**config.mk**
```make
export PLATFORM = sky130hd
export DESIGN_NAME = hexNibbleUartTx
export DESIGN_NICKNAME = d
export VERILOG_FILES = /design/src/rtl/hexUartPkg.sv /design/src/rtl/hexUartCtrl.sv /design/src/rtl/hexUartDatapath.sv /design/src/rtl/hexNibbleUartTx.sv
export SDC_FILE = /design/constraint.sdc
export NUM_CORES = 1
export LEC_CHECK = 0
export BUFFER_PORTS_ARGS = -buffer_cell sky130_fd_sc_hd__buf_2
export CAP_MARGIN = 20
export CORE_MARGIN = 2
export CORE_UTILIZATION = 54
export CTS_BUF_LIST = sky130_fd_sc_hd__clkbuf_16
export DETAILED_ROUTE_END_ITERATION = 6
export PLACE_DENSITY = 0.76
export SKIP_CTS_REPAIR_TIMING = 1
export SYNTH_ARGS = -nofsm -noshare
export SYNTH_HDL_FRONTEND = slang
export SYNTH_SLANG_ARGS = --single-unit
```
**constraint.sdc**
```tcl
create_clock -name clk -period 1.9 [get_ports clk]
set_input_delay 0.38 -clock clk [delete_from_list [all_inputs] [get_ports clk]]
set_output_delay 0.38 -clock clk [all_outputs]
set_load 0.01 [all_outputs]
```
**src/rtl/hexUartPkg.sv**
```systemverilog
package hexUartPkg;

  localparam int NIB_W  = 4;
  localparam int CHAR_W = 8;

  typedef struct packed {
    logic load;   // capture head entry, drive start bit
    logic shift;  // advance to the next bit of the frame
  } txStrobe_t;

  localparam logic [CHAR_W-1:0] CH_NEWLINE = 8'h0A;
  localparam logic [CHAR_W-1:0] CH_BANG    = 8'h21;
  localparam logic [CHAR_W-1:0] CH_ZERO    = 8'h30;
  localparam logic [CHAR_W-1:0] CH_ALPHA   = 8'h37;  // 'A' minus ten

  function automatic logic [CHAR_W-1:0] encodeSymbol(
    input logic [NIB_W-1:0] nib,
    input logic             endMark,
    input logic             abortMark
  );
    logic [CHAR_W-1:0] ch;
    if (abortMark)       ch = CH_BANG;
    else if (endMark)    ch = CH_NEWLINE;
    else if (nib < 4'd10) ch = CH_ZERO + CHAR_W'(nib);
    else                 ch = CH_ALPHA + CHAR_W'(nib);
    return ch;
  endfunction

endpackage

```
**src/rtl/hexUartCtrl.sv**
```systemverilog
module hexUartCtrl
  import hexUartPkg::*;
#(
  parameter int FRAME_BITS = 10
) (
  input  logic       clk,
  input  logic       rstN,
  input  logic       fifoEmpty,
  output logic       fifoRead,
  output txStrobe_t  strobe,
  output logic       frameActive
);

  localparam int CNT_W = $clog2(FRAME_BITS);
  localparam logic [CNT_W-1:0] LAST_BIT = CNT_W'(FRAME_BITS - 1);

  logic [CNT_W-1:0] bitCnt;
  logic             active;
  logic             lastBit;

  assign lastBit     = active && (bitCnt == LAST_BIT);
  assign fifoRead    = !fifoEmpty && (!active || lastBit);
  assign frameActive = active;

  always_comb begin
    strobe       = '0;
    strobe.load  = fifoRead;
    strobe.shift = active && !lastBit;
  end

  always_ff @(posedge clk) begin
    if (!rstN) begin
      active <= 1'b0;
      bitCnt <= '0;
    end else if (strobe.load) begin
      active <= 1'b1;
      bitCnt <= '0;
    end else if (lastBit) begin
      active <= 1'b0;
      bitCnt <= '0;
    end else if (active) begin
      bitCnt <= bitCnt + 1'b1;
    end
  end

endmodule

```
**src/rtl/hexUartDatapath.sv**
```systemverilog
module hexUartDatapath
  import hexUartPkg::*;
(
  input  logic             clk,
  input  logic             rstN,
  input  txStrobe_t        strobe,
  input  logic [NIB_W-1:0] fifoNibble,
  input  logic             fifoEnd,
  input  logic             fifoAbort,
  output logic             txd
);

  // data bits plus the trailing stop bit
  logic [CHAR_W:0]   shReg;
  logic              txdQ;
  logic [CHAR_W-1:0] nextChar;

  assign nextChar = encodeSymbol(fifoNibble, fifoEnd, fifoAbort);
  assign txd      = txdQ;

  always_ff @(posedge clk) begin
    if (!rstN) begin
      shReg <= '1;
      txdQ  <= 1'b1;
    end else if (strobe.load) begin
      shReg <= {1'b1, nextChar};
      txdQ  <= 1'b0;
    end else if (strobe.shift) begin
      txdQ  <= shReg[0];
      shReg <= {1'b1, shReg[CHAR_W:1]};
    end
  end

endmodule

```
**src/rtl/hexNibbleUartTx.sv**
```systemverilog
module hexNibbleUartTx
  import hexUartPkg::*;
(
  input  logic             clk,
  input  logic             rstN,
  input  logic             fifoEmpty,
  input  logic [NIB_W-1:0] fifoNibble,
  input  logic             fifoEnd,
  input  logic             fifoAbort,
  output logic             fifoRead,
  output logic             txd
);

  localparam int FRAME_BITS = CHAR_W + 2;

  txStrobe_t strobe;
  logic      frameActive;

  hexUartCtrl #(.FRAME_BITS(FRAME_BITS)) u_ctrl (
    .clk         (clk),
    .rstN        (rstN),
    .fifoEmpty   (fifoEmpty),
    .fifoRead    (fifoRead),
    .strobe      (strobe),
    .frameActive (frameActive)
  );

  hexUartDatapath u_dp (
    .clk        (clk),
    .rstN       (rstN),
    .strobe     (strobe),
    .fifoNibble (fifoNibble),
    .fifoEnd    (fifoEnd),
    .fifoAbort  (fifoAbort),
    .txd        (txd)
  );

endmodule

```
# Word-level counts from Yosys, hierarchy flattened
# Index checks and enable logic that the tools add are counted.
word_totals:
  n_memories: 0
  out_inout_bits: 2
  ram_bits: 0
  rom_bits: 0
  word_cells: 29
  latch_bits: 0
  inputBits: 9
  reg_bits: 14
classes:
  n_eq_ne: 1
  n_mul: 0
  order_cmp: 1
  muxes: 9
  div_mod_pow: 0
  add_sub_neg: 3
  reduce_logical: 10
  bitwise: 1
  shifts: 0
op_table:
  columns: ["cell", "count"]
  rows:
  - ["8-bit 2-to-1 mux", 5]
  - ["6-bit by 4-bit adder with 7-bit output (first input constant)", 2]
  - ["4-bit by 1-bit adder with 4-bit output (second input constant)", 1]
  - ["4-bit == test (second input constant)", 1]
  - ["4-bit less-than comparator (second input constant)", 1]
  - ["1-bit 2-to-1 mux", 4]
  - ["2-bit nonzero test", 2]
  - ["1-bit logical AND", 3]
  - ["1-bit logical NOT", 3]
  - ["3-bit OR reduction", 1]
  - ["1-bit logical OR", 1]
  - ["1-bit NOT", 1]

# Longest topological paths before layout
# Gate-level depths: netlist of the first run.
depth:
  depth_word: 6
  mapped_depth: 7
  depth_no_buf: 6

# Hierarchy
# Synthesis of the first run repeated with hierarchy kept, for this count alone.
unflattened:
  cells_unflattened: 89
  area_unflattened_um2: 760.7
modules_own_cells:
  columns: ["mod", "area_each_um2", "seq_area_each_um2", "cells_each", "instances"]
  rows:
  - ["hexUartDatapath", 503.0, 180.2, 61, 1]
  - ["hexUartCtrl", 257.7, 100.1, 28, 1]

# Worst setup path after synthesis of the first run
# OpenSTA, ideal clock, no wires.
synth_timing:
  path_type: "register -> output"
  start: "reg u_ctrl.bitCnt[0]"
  end: "out fifoRead"
  required_ns: 1.520
  path_slack_ns: 0.369
  path_buffers: 1
  stages_incl_launch_ff: 6
  arrival_ns: 1.151
  path_cell_list: "dfxtp_1 ha_1 nand3b_4 and2_2 buf_6 nor2_1"
synth_via:
  elab_chain_len: 4
synth_lines:
  columns: ["element", "line", "rtl"]
  rows:
  - ["from (decl)", "hexUartCtrl.sv:17", "logic [CNT_W-1:0] bitCnt;"]
  - ["from (signal assigned)", "hexUartCtrl.sv:42", "bitCnt <= bitCnt + 1'b1;"]
  - ["4-bit == test", "hexUartCtrl.sv:21", "assign lastBit = active && (bitCnt == LAST_BIT);"]
  - ["1-bit logical AND", "hexUartCtrl.sv:21", null]
  - ["1-bit logical OR", "hexUartCtrl.sv:22", "assign fifoRead = !fifoEmpty && (!active || lastBit);"]
  - ["1-bit logical AND", "hexUartCtrl.sv:22", null]
  - ["to (decl)", "hexNibbleUartTx.sv:10", "output logic fifoRead,"]
# Every way passes these cells.

# Worst setup path after layout of the first run
# Same ends and word-level chain as after synthesis.

==> results of run 1 <==
routing by layer:
| metal | up-vias | GRT usage | routed length, microns |
|---|---|---|---|
| met1 | 311 | 0.282 | 758 |
| li1 | 338 | - | - |
| met3 | 5 | 0.0609 | 85 |
| met4 | 0 | 0.123 | 36 |
| met5 | - | 0 | 0 |
| met2 | 17 | 0.325 | 744 |
Yosys cell counts:
library cell / instances
dfxtp_1: 14
nand3_1: 9
o2111ai_2: 1
a211oi_1: 1
clkbuf_8: 2
nand3b_1: 1
nor3_1: 1
o2111ai_1: 2
inv_1: 5
and2_2: 1
o311ai_1: 2
xnor2_1: 1
nand3b_4: 1
a21boi_1: 2
a211oi_4: 1
a21oi_1: 3
nand4_1: 3
nor2_1: 3
o21ai_0: 8
xor2_1: 1
nor3b_1: 1
nand2_2: 1
nand2_1: 12
nor2b_1: 5
and2_1: 3
buf_6: 2
ha_1: 3
layout by cell type, fill, tap and decap left out, types with 2 or more instances in the layout:
master,synthesis,routed
o21ai_0,8,8
o311ai_1,2,2
inv_1,5,5
buf_2,0,10
a21oi_1,3,3
nor2_1,3,3
a21boi_1,2,2
ha_1,3,3
buf_4,0,2
dfxtp_1,14,14
clkbuf_16,0,3
and2_1,3,3
nand2_1,12,12
nand4_1,3,3
nand3_1,9,9
nor2b_1,5,5
o2111ai_1,2,2
sequential cells by signal, indices dropped and copies added, names as in the netlist:
signal              flops
u_dp.shReg              8
u_ctrl.frameActive      1
u_ctrl.bitCnt           4
u_dp.txd                1
power by group through the flow:
stage	sequential, mW	clock (mW)	combinational, mW
detailed placement	0.335	0	0.103
finish	0.330	0.396	0.105
global placement	0.335	0	0.101
floorplan	0.333	0	0.0773
CTS	0.330	0.401	0.106
global route	0.333	0.416	0.118
critical path: stages, from the launching register on:
cell	delay [ns]
dfxtp_1	0.40
ha_1	0.23
nand3b_4	0.10
and2_2	0.21
nor2_1	0.09
buf_2	0.14
logic make-up after synthesis:
| kind of cell | after synthesis | share of synthesized area |
|---|---|---|
| AO/OA/AOI/OAI | 20 | 0.190 |
| XOR/XNOR | 2 | 0.0226 |
| adder cells (fa/ha/maj) | 3 | 0.0484 |
| buffers and inverters | 9 | 0.0887 |
| flip-flops | 14 | 0.361 |
| AND/OR/NAND/NOR | 41 | 0.289 |
worst min path at each step:
stage | startpoint | to | slack [ns] | cells after the start
final | fifoEnd | u_dp.shReg[3] | 0.43 | 3
after global routing | rstN | u_dp.shReg[7] | 0.46 | 2
after CTS | fifoEnd | u_dp.shReg[3] | 0.43 | 3
after detailed placement | u_dp.shReg[7] | u_dp.shReg[7] | 0.46 | 2
after global placement | u_dp.shReg[3] | u_dp.shReg[2] | 0.45 | 2
after floorplan | u_dp.shReg[7] | u_dp.shReg[6] | 0.43 | 2
through the flow:
| stage | std cells | util |
|---|---|---|
| after floorplan | 89 | - |
| after global placement | 112 | 0.614 |
| after detailed placement | 112 | 0.614 |
| after CTS | 116 | 0.674 |
| after global routing | 116 | 0.674 |
| final | 116 | 0.674 |
area by class of cell:
| class | count | area [sq um] |
|---|---|---|
| clock buffer | 3 | 75.1 |
| clock inverter | 1 | 3.75 |
| fill | 101 | 429 |
| inverter | 5 | 18.8 |
| multi-input combinational | 66 | 427 |
| sequential | 14 | 280 |
| tap | 15 | 18.8 |
| timing repair buffer | 12 | 65.1 |
==> impl_metrics.yaml, run 1 <==
route:
  viasPerCell: 5.78
  first_pass_iters: 4
  vias: 671
  drtAntennaViolNets: 0
  wl_per_cell_microns: 14.0
  post-route-drc-count: 0
  routed_wirelength_microns: 1620
  drtIter0Drc: 19
run_status:
  outcome: "finished clean"
sta:
  timing.final.ws_setup_ns: 0.118
  finalMaxSlewViolations: 0
  period_needed_ns: 1.78
  max-slew-margin-rel: 0.803
  whs_ns: 0.428
  rsz0062_at_grt: "false"
  period_share: 0.938
  hold_viol: 0
  skew_ns: 0.00496
  worst_pin_slew_ns: 0.292
  final.setup.tns_ns: 0
  fmax_ghz: 0.561
  setup_viol: 0
clock_network:
  clk_pin_slew_worst_paths_ns: 0.05
  numCtsBuffers: 3
  clkLatencyLatePin_ns: 0.24
  cts_tree: "built"
  cts.sinks: 14
  cts_buffer_depth: 2
  cts-root-buf: "clkbuf_16"
  ctsHtreeMaxLevel: 1
cells_and_area:
  layout.nets: 114
  design_area_sq_um: 888
  drive_gt1_frac: 0.198
  area_delta_synth_final_pct: 14.5
  antenna_cells: 0
worst_setup_path:
  cp.arrival_ns: 1.40
  worstPathMaxFanout: 5
  critPathKind: "register to output pin"
  crit_path_start: "u_ctrl.bitCnt[0]"
  r2r_end: "u_dp.shReg[0]"
  reg2reg_slack_ns: 0.42
  timing.rr.start: "u_ctrl.bitCnt[0]"
  reg2reg_depth: 5
  crit_end: "fifoRead"
  critPathCaptureType: "output pin"
  start_kind: "register"
  required_ns: 1.52
floorplanning:
  initial_utilization: 0.589
  rows: 13
  coreArea_sq_um: 1320
  dieArea_sq_um: 1760
  io_pins: 11
  die_w_microns: 41.9
  die_y_microns: 41.9
power:
  ir_worst_vdd_mv: 0.524
  powerDensity_nw_per_um2: 936
  internal-power_uw: 639
  finalPower_uw: 831
  leakagePower_nw: 0.398
  p_sw_uw: 192
  power_switching_share: 0.231
  clkPwrFrac: 0.476
  p_seq_frac: 0.398
  p_comb_frac: 0.126
logic_synthesis:
  synth.distinct_cells: 27
  synth_seq_area_share: 0.361
  synthTopCellsByArea: "dfxtp_1, nand3_1, nand2_1, o21ai_0, ha_1"
  synth_top_area_share: 0.361
  synth_warnings: 0
  synth-seq-cells: 14
  synth_area_sq_um: 776
  syn_nets: 101
  yosysTopAreaCell: "dfxtp_1"
  avgSynthCellArea_sq_um: 8.72
  netlist_instances: 89
grt:
  grt_pass1_wl_microns: 2900
  grt_antenna_before_repair: 0
  grt_overflow: 0
  grt_max_degree: 15
  grtUsageTotal: 0.218
  grt_pass1_vias: 673
placed_design:
  gp_congestion: 0.824
  dpl_cell_area_sq_um: 810
  port_buffers: 10
  dp_slack_ns: 0.400
  dp_hpwl_microns: 1120
run:
  max_cap_viol_count: 0
hold_path:
  min_path_type: "primary input to register"
(Power assumes the default switching activity.)
==> run 2, diff against run 1 <==
Settings changed: SLEW_MARGIN set to 25.
Clock period 1.9 ns to 2 ns, I/O delays scaled along.
==> run 2 against run 1 <==
Against the previous run: critical path depth did not move; routed wire length fell by 4.8%; global-route usage decreased by 1.8 points; non-clock buffer count fell by 1; via count down 0.89%; setup slack gained 0.018 ns; final area fell by 0.85%; die area stayed put; clock skew down 0.0033 ns; largest cell class unchanged.
==> impl_metrics.yaml, run 2 (synthesized netlist as in run 1, its figures left out) <==
run_status:
  outcome: "finished clean"
power:
  clkPwrFrac: 0.482
  p_sw_uw: 187
  leakagePower_nw: 0.393
  p_comb_frac: 0.121
  finalPower_uw: 793
  power_switching_share: 0.236
  powerDensity_nw_per_um2: 900
  ir_worst_vdd_mv: 0.687
  internal-power_uw: 605
  p_seq_frac: 0.396
clock_network:
  cts_tree: "built"
  clk_pin_slew_worst_paths_ns: 0.05
  cts_buffer_depth: 2
  ctsHtreeMaxLevel: 1
  clkLatencyLatePin_ns: 0.25
  cts.sinks: 14
  cts-root-buf: "clkbuf_16"
  numCtsBuffers: 3
grt:
  grt_pass1_wl_microns: 2590
  grtUsageTotal: 0.201
  grt_max_degree: 15
  grt_pass1_vias: 560
  grt_antenna_before_repair: 0
  grt_overflow: 0
worst_setup_path:
  crit_family: "simple AND/OR/NAND/NOR gates"
  reg2reg_depth: 5
  critPathCaptureType: "output pin"
  worstPathMaxFanout: 11
  path_cells: "ha_1 > nand3b_4 > and2_2 > nor2_1 > buf_2"
  required_ns: 1.60
  critPathKind: "register to output pin"
  cpMaxStageDelayCell: "dfxtp_1"
  cp_num_cells: 5
  path_buf_inv: 1
  cp.arrival_ns: 1.46
  start_kind: "register"
  max_stage_delay_ns: 0.38
cells_and_area:
  regMostFlops: "u_dp.shReg"
  multi_input_area_sq_um: 427
  layout.nets: 113
  final_common_cell: "dfxtp_1"
  mostFrequentLayoutCells: "dfxtp_1, nand2_1, buf_2, nand3_1, o21ai_0"
  drive_gt1_frac: 0.190
  design_area_sq_um: 881
  largestRegisters: "u_dp.shReg: 8 flops, u_ctrl.bitCnt: 4 flops"
  largest_register_ffs: 8
  fill_cells: 119
  seq_area_sq_um: 280
  area_delta_synth_final_pct: 13.5
  layout.cells.non_filler: 115
  antenna_cells: 0
  postLayoutCoreUtil: 0.669
sta:
  whs_ns: 0.456
  worst_pin_slew_ns: 0.295
  final.setup.tns_ns: 0
  rsz0062_at_grt: "false"
  timing.final.ws_setup_ns: 0.137
  setup_viol: 0
  skew_ns: 0.00165
  period_share: 0.932
  period_needed_ns: 1.86
  fmax_ghz: 0.537
  hold_viol: 0
  finalMaxSlewViolations: 0
  max-slew-margin-rel: 0.801
placed_design:
  dp_hpwl_microns: 1070
  dp_cells: 111
  dpl_cell_area_sq_um: 802
  gp_congestion: 0.774
  port_buffers: 10
  dp_slack_ns: 0.388
floorplanning:
  dieArea_sq_um: 1760
  initial_utilization: 0.589
  die_w_microns: 41.9
  coreArea_sq_um: 1320
  die_y_microns: 41.9
  io_pins: 11
  rows: 13
route:
  routed_wirelength_microns: 1550
  vias: 665
  drtAntennaViolNets: 0
  post-route-drc-count: 0
  viasPerCell: 5.78
  first_pass_iters: 4
  drtIter0Drc: 11
  wl_per_cell_microns: 13.4
hold_path:
  hold_depth: 2
  min_path_type: "primary input to register"
run:
  max_cap_viol_count: 0
==> run 2: worst paths after layout <==
path                                       start            end  slack (ns)
worst max-delay path            u_ctrl.bitCnt[0]       fifoRead        0.14
worst min-delay path                        rstN  u_dp.shReg[3]        0.46
worst max register to register  u_ctrl.bitCnt[0]  u_dp.shReg[0]        0.50
worst min register to register     u_dp.shReg[7]  u_dp.shReg[6]        0.47
==> run 2: worst register-to-register path, stage by stage (launching register included) <==
cell and delay, ns:
dfxtp_1 0.38, ha_1 0.22, nand3b_4 0.10, a211oi_4 0.29, a21boi_1 0.25, o311ai_1 0.13
==> run 2: final cells by class <==
| type | instances | share of cell area |
|---|---|---|
| Sequential cell | 14 | 0.318 |
| Inverter | 5 | 0.0213 |
| Clock inverter | 1 | 0.00426 |
| Tap cell | 15 | 0.0213 |
| Multi-Input combinational cell | 66 | 0.484 |
| Timing Repair Buffer | 11 | 0.0653 |
| Clock buffer | 3 | 0.0852 |
==> run 2: power groups by stage <==
| stage | logic, mW | clock network [mW] | registers [mW] |
|---|---|---|---|
| finish | 0.0961 | 0.382 | 0.314 |
| global placement | 0.0930 | 0 | 0.318 |
| floorplan | 0.0735 | 0 | 0.316 |
| CTS | 0.0966 | 0.390 | 0.314 |
| detailed placement | 0.0953 | 0 | 0.318 |
| global route | 0.107 | 0.401 | 0.316 |
==> run 2: per-layer routing <==
| metal | wire length [microns] | track usage |
|---|---|---|
| met5 | 0 | 0 |
| met4 | 27 | 0.116 |
| met3 | 99 | 0.0565 |
| met2 | 707 | 0.269 |
| met1 | 712 | 0.284 |
